### config.mk
export PLATFORM = sky130hd
export DESIGN_NAME = ratio_fit
export DESIGN_NICKNAME = d
export VERILOG_FILES = /design/src/rtl/ratio_fit_pkg.sv /design/src/rtl/ratio_fit_chk.sv /design/src/rtl/ratio_fit_gcd.sv /design/src/rtl/ratio_fit_div.sv /design/src/rtl/ratio_fit.sv
export SDC_FILE = /design/constraint.sdc
export NUM_CORES = 1
export LEC_CHECK = 0
export ABC_AREA = 1
export BUFFER_PORTS_ARGS = -buffer_cell sky130_fd_sc_hd__buf_2
export CORE_MARGIN = 3
export CORE_UTILIZATION = 30
export CTS_CLUSTER_SIZE = 25
export DETAILED_ROUTE_END_ITERATION = 16
export GPL_TIMING_DRIVEN = 0
export PLACE_DENSITY = 0.51
export SETUP_SLACK_MARGIN = 0.1
export SLEW_MARGIN = 30
export SYNTH_ARGS = -nofsm -noshare
export SYNTH_HDL_FRONTEND = slang
export SYNTH_SLANG_ARGS = --single-unit
### constraint.sdc
create_clock -name clk -period 5.29 [get_ports clk]
set_input_delay 1.058 -clock clk [delete_from_list [all_inputs] [get_ports clk]]
set_output_delay 1.058 -clock clk [all_outputs]
set_load 0.01 [all_outputs]
### src/rtl/ratio_fit_pkg.sv
package ratio_fit_pkg;
  localparam int unsigned TBL_N_DEF = 31;

  typedef enum logic [2:0] {
    ST_IDLE,
    ST_TRY,
    ST_GCD,
    ST_FIT,
    ST_DIVN,
    ST_DIVD
  } rf_state_e;
endpackage

### src/rtl/ratio_fit_chk.sv
module ratio_fit_chk #(
  parameter int unsigned SZ_W = 8
) (
  input  logic              [SZ_W-1:0] src_sz,
  input  logic              [SZ_W-1:0] dst_sz,
  input  logic signed       [SZ_W:0]   dst_pos,
  input  logic              [SZ_W-1:0] disp_sz,
  input  logic                         even_chk,
  output logic                         legal
);
  logic [SZ_W:0] end_pos;
  logic          too_small;
  logic          odd_bad;
  logic          off_disp;

  always_comb begin
    end_pos   = {1'b0, dst_pos[SZ_W-1:0]} + {1'b0, dst_sz};
    too_small = (src_sz < SZ_W'(4)) || (dst_sz == '0);
    odd_bad   = even_chk && (src_sz[0] || dst_sz[0]);
    off_disp  = dst_pos[SZ_W] || (end_pos > {1'b0, disp_sz});
    legal     = !too_small && !odd_bad && !off_disp;
  end
endmodule

### src/rtl/ratio_fit_gcd.sv
module ratio_fit_gcd #(
  parameter int unsigned W = 9
) (
  input  logic         clk,
  input  logic         rst_n,
  input  logic         go,
  input  logic [W-1:0] a,
  input  logic [W-1:0] b,
  output logic         done,
  output logic [W-1:0] g
);
  logic [W-1:0] x_q, x_d, y_q, y_d;
  logic [W:0]   cnt_q, cnt_d;
  logic         run_q, run_d, done_q, done_d;
  logic         en;

  assign en = go || run_q;

  always_comb begin
    x_d    = x_q;
    y_d    = y_q;
    cnt_d  = cnt_q;
    run_d  = run_q;
    done_d = 1'b0;
    if (go) begin
      x_d   = a;
      y_d   = b;
      cnt_d = '0;
      run_d = 1'b1;
    end else if (run_q) begin
      cnt_d = cnt_q + (W+1)'(1);
      if (x_q > y_q) begin
        x_d = x_q - y_q;
      end else if (y_q > x_q) begin
        y_d = y_q - x_q;
      end else begin
        run_d  = 1'b0;
        done_d = 1'b1;
      end
    end
  end

  always_ff @(posedge clk or negedge rst_n) begin
    if (!rst_n) begin
      x_q    <= '0;
      y_q    <= '0;
      cnt_q  <= '0;
      run_q  <= 1'b0;
      done_q <= 1'b0;
    end else begin
      done_q <= done_d;
      if (en) begin
        x_q   <= x_d;
        y_q   <= y_d;
        cnt_q <= cnt_d;
        run_q <= run_d;
      end
    end
  end

  assign done = done_q;
  assign g    = x_q;

  AST_GCD_NONZERO: assert property (@(posedge clk) disable iff (!rst_n)
    run_q |-> (x_q != '0) && (y_q != '0));
  AST_GCD_BOUND: assert property (@(posedge clk) disable iff (!rst_n)
    run_q |-> cnt_q <= (W+1)'(1 << W));
endmodule

### src/rtl/ratio_fit_div.sv
module ratio_fit_div #(
  parameter int unsigned W = 9
) (
  input  logic         clk,
  input  logic         rst_n,
  input  logic         go,
  input  logic [W-1:0] dvd,
  input  logic [W-1:0] dvs,
  output logic         done,
  output logic [W-1:0] quot
);
  logic [W-1:0] rem_q, rem_d, q_q, q_d, dvs_q, dvs_d;
  logic         run_q, run_d, done_q, done_d;
  logic         en;

  assign en = go || run_q;

  always_comb begin
    rem_d  = rem_q;
    q_d    = q_q;
    dvs_d  = dvs_q;
    run_d  = run_q;
    done_d = 1'b0;
    if (go) begin
      rem_d = dvd;
      q_d   = '0;
      dvs_d = dvs;
      run_d = 1'b1;
    end else if (run_q) begin
      if (rem_q >= dvs_q) begin
        rem_d = rem_q - dvs_q;
        q_d   = q_q + W'(1);
      end else begin
        run_d  = 1'b0;
        done_d = 1'b1;
      end
    end
  end

  always_ff @(posedge clk or negedge rst_n) begin
    if (!rst_n) begin
      rem_q  <= '0;
      q_q    <= '0;
      dvs_q  <= '0;
      run_q  <= 1'b0;
      done_q <= 1'b0;
    end else begin
      done_q <= done_d;
      if (en) begin
        rem_q <= rem_d;
        q_q   <= q_d;
        dvs_q <= dvs_d;
        run_q <= run_d;
      end
    end
  end

  assign done = done_q;
  assign quot = q_q;

  AST_DIV_NONZERO: assert property (@(posedge clk) disable iff (!rst_n)
    run_q |-> dvs_q != '0);
  AST_DIV_EXACT: assert property (@(posedge clk) disable iff (!rst_n)
    done_q |-> rem_q == '0);
endmodule

### src/rtl/ratio_fit.sv
module ratio_fit
  import ratio_fit_pkg::*;
#(
  parameter int unsigned SZ_W  = 8,
  parameter int unsigned TBL_N = TBL_N_DEF,
  localparam int unsigned NUM_W = $clog2(TBL_N + 1)
) (
  input  logic                   clk,
  input  logic                   rst_n,
  input  logic                   start,
  input  logic [SZ_W-1:0]        src_sz,
  input  logic [SZ_W-1:0]        dst_sz,
  input  logic signed [SZ_W:0]   dst_pos,
  input  logic [SZ_W-1:0]        disp_sz,
  input  logic                   even_chk,
  input  logic                   bilin_only,
  output logic                   busy,
  output logic                   done,
  output logic                   err,
  output logic [NUM_W-1:0]       num,
  output logic [SZ_W-1:0]        den,
  output logic                   upscale,
  output logic                   rsz_en,
  output logic [SZ_W-1:0]        lut_idx
);
  localparam int unsigned NW = SZ_W + 1;
  localparam int unsigned PW = NW + NUM_W;
  localparam logic [PW-1:0] TBL_V = PW'(TBL_N);

  rf_state_e        st_q, st_d;
  logic [NW-1:0]    n_q, n_d, g_q, g_d, qn_q, qn_d;
  logic [SZ_W-1:0]  d_q, d_d, disp_q, disp_d;
  logic             bil_q, bil_d;
  logic [NUM_W-1:0] num_q, num_d;
  logic [SZ_W-1:0]  den_q, den_d, idx_q, idx_d;
  logic             up_q, up_d, rsz_q, rsz_d, err_q, err_d, done_q, done_d;
  logic             en, legal;
  logic             gcd_go, gcd_done, div_go, div_done;
  logic [NW-1:0]    gcd_g, div_q, div_a;
  logic [PW-1:0]    prod;
  logic             fin_up, fin_rsz;

  ratio_fit_chk #(.SZ_W(SZ_W)) u_chk (
    .src_sz   (src_sz),
    .dst_sz   (dst_sz),
    .dst_pos  (dst_pos),
    .disp_sz  (disp_sz),
    .even_chk (even_chk),
    .legal    (legal)
  );

  ratio_fit_gcd #(.W(NW)) u_gcd (
    .clk   (clk),
    .rst_n (rst_n),
    .go    (gcd_go),
    .a     (n_q),
    .b     ({1'b0, d_q}),
    .done  (gcd_done),
    .g     (gcd_g)
  );

  assign div_a = (st_q == ST_FIT) ? n_q : {1'b0, d_q};

  ratio_fit_div #(.W(NW)) u_div (
    .clk   (clk),
    .rst_n (rst_n),
    .go    (div_go),
    .dvd   (div_a),
    .dvs   (g_q),
    .done  (div_done),
    .quot  (div_q)
  );

  assign prod    = PW'(g_q) * TBL_V;
  assign fin_up  = qn_q > div_q;
  assign fin_rsz = !((qn_q == NW'(1)) && (div_q == NW'(1)));
  assign en      = start || (st_q != ST_IDLE);

  always_comb begin
    st_d   = st_q;
    n_d    = n_q;
    d_d    = d_q;
    disp_d = disp_q;
    bil_d  = bil_q;
    g_d    = g_q;
    qn_d   = qn_q;
    num_d  = num_q;
    den_d  = den_q;
    up_d   = up_q;
    rsz_d  = rsz_q;
    idx_d  = idx_q;
    err_d  = err_q;
    done_d = 1'b0;
    gcd_go = 1'b0;
    div_go = 1'b0;
    case (st_q)
      ST_IDLE: begin
        if (start) begin
          d_d    = src_sz;
          n_d    = {1'b0, dst_sz};
          disp_d = disp_sz;
          bil_d  = bilin_only;
          if (!legal) begin
            err_d  = 1'b1;
            done_d = 1'b1;
          end else begin
            st_d = ST_TRY;
          end
        end
      end
      ST_TRY: begin
        if (n_q > {1'b0, disp_q}) begin
          err_d  = 1'b1;
          done_d = 1'b1;
          st_d   = ST_IDLE;
        end else begin
          gcd_go = 1'b1;
          st_d   = ST_GCD;
        end
      end
      ST_GCD: begin
        if (gcd_done) begin
          g_d  = gcd_g;
          st_d = ST_FIT;
        end
      end
      ST_FIT: begin
        if (PW'(n_q) > prod) begin
          n_d  = n_q + NW'(1);
          st_d = ST_TRY;
        end else begin
          div_go = 1'b1;
          st_d   = ST_DIVN;
        end
      end
      ST_DIVN: begin
        if (div_done) begin
          qn_d   = div_q;
          div_go = 1'b1;
          st_d   = ST_DIVD;
        end
      end
      ST_DIVD: begin
        if (div_done) begin
          num_d = NUM_W'(qn_q);
          den_d = SZ_W'(div_q);
          up_d  = fin_up;
          rsz_d = fin_rsz;
          if (!fin_rsz) begin
            idx_d = '0;
          end else if (bil_q && !fin_up) begin
            idx_d = SZ_W'(div_q - NW'(1));
          end else begin
            idx_d = SZ_W'(qn_q - NW'(1));
          end
          err_d  = 1'b0;
          done_d = 1'b1;
          st_d   = ST_IDLE;
        end
      end
      default: st_d = ST_IDLE;
    endcase
  end

  always_ff @(posedge clk or negedge rst_n) begin
    if (!rst_n) begin
      st_q   <= ST_IDLE;
      n_q    <= '0;
      d_q    <= '0;
      disp_q <= '0;
      bil_q  <= 1'b0;
      g_q    <= '0;
      qn_q   <= '0;
      num_q  <= '0;
      den_q  <= '0;
      up_q   <= 1'b0;
      rsz_q  <= 1'b0;
      idx_q  <= '0;
      err_q  <= 1'b0;
      done_q <= 1'b0;
    end else begin
      done_q <= done_d;
      if (en) begin
        st_q   <= st_d;
        n_q    <= n_d;
        d_q    <= d_d;
        disp_q <= disp_d;
        bil_q  <= bil_d;
        g_q    <= g_d;
        qn_q   <= qn_d;
        num_q  <= num_d;
        den_q  <= den_d;
        up_q   <= up_d;
        rsz_q  <= rsz_d;
        idx_q  <= idx_d;
        err_q  <= err_d;
      end
    end
  end

  assign busy    = (st_q != ST_IDLE);
  assign done    = done_q;
  assign err     = err_q;
  assign num     = num_q;
  assign den     = den_q;
  assign upscale = up_q;
  assign rsz_en  = rsz_q;
  assign lut_idx = idx_q;

  AST_DONE_ONE_CYCLE: assert property (@(posedge clk) disable iff (!rst_n)
    done_q |=> !done_q);
  AST_BUSY_AFTER_START: assert property (@(posedge clk) disable iff (!rst_n)
    $rose(busy) |-> $past(start));
  AST_ERR_HOLDS: assert property (@(posedge clk) disable iff (!rst_n)
    (done_q && err_q) |-> ($stable(num_q) && $stable(den_q) && $stable(idx_q)));
  AST_NUM_IN_TABLE: assert property (@(posedge clk) disable iff (!rst_n)
    (done_q && !err_q) |-> ((num_q != '0) && (PW'(num_q) <= TBL_V)));
  AST_SEARCH_BOUND: assert property (@(posedge clk) disable iff (!rst_n)
    (st_q == ST_GCD) |-> (n_q <= {1'b0, disp_q}));
endmodule

==> results.yml <==
clock_network:
  worstSkewPairLatency_ns: 0.44
  clock-sinks: 121
  cts.clk_slew.worst_paths_ns: 0.06
  cts_buffer_depth: 2
  hold_buffers: 0
  htree_levels: 4
  cts-buffers-inserted: 17
  cts-root-buf: "clkbuf_16"
  cts_tree: "built"
power:
  p_clk_share_pct: 51.3
  power_frac_comb_pct: 6.5
  power.switching_uw: 577
  p_sw_share_pct: 26.0
  p_int_uw: 1650
  leakagePower_uw: 0.00557
  seq_power_share_pct: 42.2
  power_density_nw_per_um2: 207
  vdd_drop_max_mv: 0.191
routing:
  firstDrtPassIters: 5
  vias: 7940
  wl_per_cell_microns: 15.1
  antenna_left: 0
  wl_mm: 25.3
  routed_via_density: 4.74
  drt_iter0_markers: 405
  drcViolationCount: 0
global_routing:
  grt_pass1_wl_mm: 41.6
  grt_pass1_vias: 8053
  grt_max_degree: 68
  grt_use_total_pct: 15.9
  overflow: 0
  grt_antenna_before_repair: 0
hold_path:
  hp-start: "lut_idx[7]"
  hp-class: "register to register"
yosys:
  synth_edf_count: 0
  yosys_warnings: 0
  post_synth_num_cell_types: 44
  synthFlopType: "dfrtp_1"
  synth_area_per_cell_sq_um: 7.75
  synth-async-reset-ratio_pct: 100
  syn-cell-area_sq_um: 9140
  syn_nets: 1336
  syn_inst: 1180
  synth-seq-cells: 121
  synth_seq_area_share_pct: 33.1
sta:
  finalClockSkew_ns: 0.0119
  period_share_pct: 92.8
  max_freq_ghz: 0.204
  hold_violations: 0
  rsz0062_at_grt: "no"
  slew_headroom_pct: 58.3
  whs_ns: 0.474
  setup_viol: 0
  worst_slew_pin_slew_ns: 0.626
  maxSlewViolCount: 0
  layout_min_cycle_time_ns: 4.91
layout:
  area_growth_pct: 17.6
  layout.nets: 1427
  fin_util_pct: 36.0
  n_antenna_cell: 0
  final_layout_size_suffix_gt1_share_pct: 13.8
  final_area_sq_um: 10800
  nFillCells: 3168
floorplanning:
  die_h_microns: 181
  start_util_pct: 30.6
  std_cell_rows: 63
  design.core.area_sq_um: 29900
  boundaryPins: 64
  die_x_microns: 181
  die-area_sq_um: 32600
worst_setup_path:
  cp-end-kind: "register"
  startpoint_type: "register"
  worst_path_most_repeated_cell: "nand2_1"
  r2r_slack_ns: 0.38
  worstSetupEndpoint: "u_div.rem_q[7]"
  critPathKind: "register to register"
  critPathRequiredTime_ns: 5.61
  crit_slowest_cell: "fa_1"
  arrival_ns: 5.23
  worstReg2RegStart: "g_q[2]"
  reg2reg_depth: 31
  timing.rr.end: "u_div.rem_q[7]"
  worstSetupStartpoint: "g_q[2]"
  max_stage_delay_ns: 0.53
  cp_max_fo: 10
status:
  status: "finished clean"
placement:
  dp_hpwl_mm: 19.4
  place_area_sq_um: 9980
  place.gp.congestion: 0.863
  numPortBuffers: 63
run:
  max_cap_violations: 0
cell usage after synthesis (15+ instances only):
| cell type | number | share of area, % |
|---|---|---|
| clkbuf_1 | 16 | 0.66 |
| a21oi_1 | 46 | 2.5 |
| fa_1 | 24 | 5.3 |
| ha_1 | 94 | 13 |
| inv_1 | 183 | 7.5 |
| nand2_1 | 301 | 12 |
| nand3_1 | 67 | 3.7 |
| dfrtp_1 | 121 | 33 |
| nor2_1 | 64 | 2.6 |
| nor3_1 | 15 | 0.82 |
| o21ai_0 | 88 | 4.8 |
| xor2_1 | 30 | 2.9 |
kinds of logic after synthesis:
| logic type | Yosys count | share of synthesized area [%] |
|---|---|---|
| flip-flops | 121 | 33.1 |
| AO/OA/AOI/OAI | 190 | 11.8 |
| buffers and inverters | 219 | 9.50 |
| AND/OR/NAND/NOR | 485 | 22.8 |
| adder cells (fa/ha/maj) | 118 | 18.1 |
| multiplexers | 5 | 0.548 |
| XOR/XNOR | 42 | 4.02 |
metrics by stage:
step,worst slack (ns),power [uW],cells,setup TNS (ns)
global route,0.0850,2320,1674,0
CTS,0.104,2250,1666,0
floorplan,0.891,1030,1180,0
finish,0.380,2220,1674,0
detailed placement,-0.0260,1100,1634,-0.0431
global placement,0.00904,1090,1633,0
worst min path at each step:
stage,end,depth (start not counted)
2_1_floorplan,disp_q[0],2
3_3_place_gp,lut_idx[7],2
3_5_place_dp,lut_idx[7],2
4_1_cts,lut_idx[7],2
5_1_grt,den[2],2
6_report,lut_idx[7],2
critical path: cells and delay by family, from the launching register on:
family / cells / cell delay (ns)
flip-flops: 1 / 0.43
AND/OR/NAND/NOR: 15 / 1.18
AO/OA/AOI/OAI: 2 / 0.19
XOR/XNOR: 1 / 0.21
adder cells (fa/ha/maj): 5 / 2.08
buffers and inverters: 8 / 0.68
routing by layer:
layer	track usage, %	part of all wire (%)
met1	21.0	48
met2	26.4	47
met3	2.79	3.2
met4	5.43	2.1
met5	0	0
cell usage in the layout, fill, tap and decap left out, types with 11 or more instances in the layout:
cell type	n
xor2_1	29
clkbuf_16	17
nand2_1	296
fa_1	23
o211ai_1	13
buf_2	68
inv_1	178
nand3_1	65
dfrtp_1	116
o21ai_0	86
nor2_1	62
o21ai_1	11
clkbuf_1	16
nor3_1	14
ha_1	90
a21oi_1	42
cell type report:
cell class | instances | area (sq um) | share of cell area [%]
clock buffers | 18 | 439 | 4.08
well taps | 390 | 488 | 4.54
flip-flops and latches | 121 | 3030 | 28.2
clock inverters | 14 | 124 | 1.15
inverters | 189 | 709 | 6.60
repair buffers | 72 | 413 | 3.84
plain buffers | 30 | 166 | 1.55
multi-input cells | 840 | 5380 | 50.0
state kept, by name, summed over array words and instances, names as in the netlist, 3 cells and up:
signal and count:
d_q 8, den 8, disp_q 8, g_q 9, lut_idx 8, n_q 9, num 5, qn_q 9
st_q 3, u_div.dvs_q 9, u_div.quot 9, u_div.rem_q 9, u_gcd.g 9, u_gcd.y_q 9
power groups by stage:
| stage | Combinational, uW | Sequential [uW] | Clock (uW) |
|---|---|---|---|
| finish | 144 | 938 | 1140 |
| global route | 168 | 938 | 1210 |
| CTS | 147 | 938 | 1170 |
| detailed placement | 146 | 955 | 0 |
| global placement | 140 | 955 | 0 |
| floorplan | 80.5 | 954 | 0 |
timing repair:
action                     4_1_cts  5_1_grt
pin swaps                        0        8
hold endpoints to repair         0        0
cloned                           0        0
setup endpoints to repair        7       39
gates resized for setup          7       35
setup buffers                    0        8
Power figures use the tool's default switching activity.
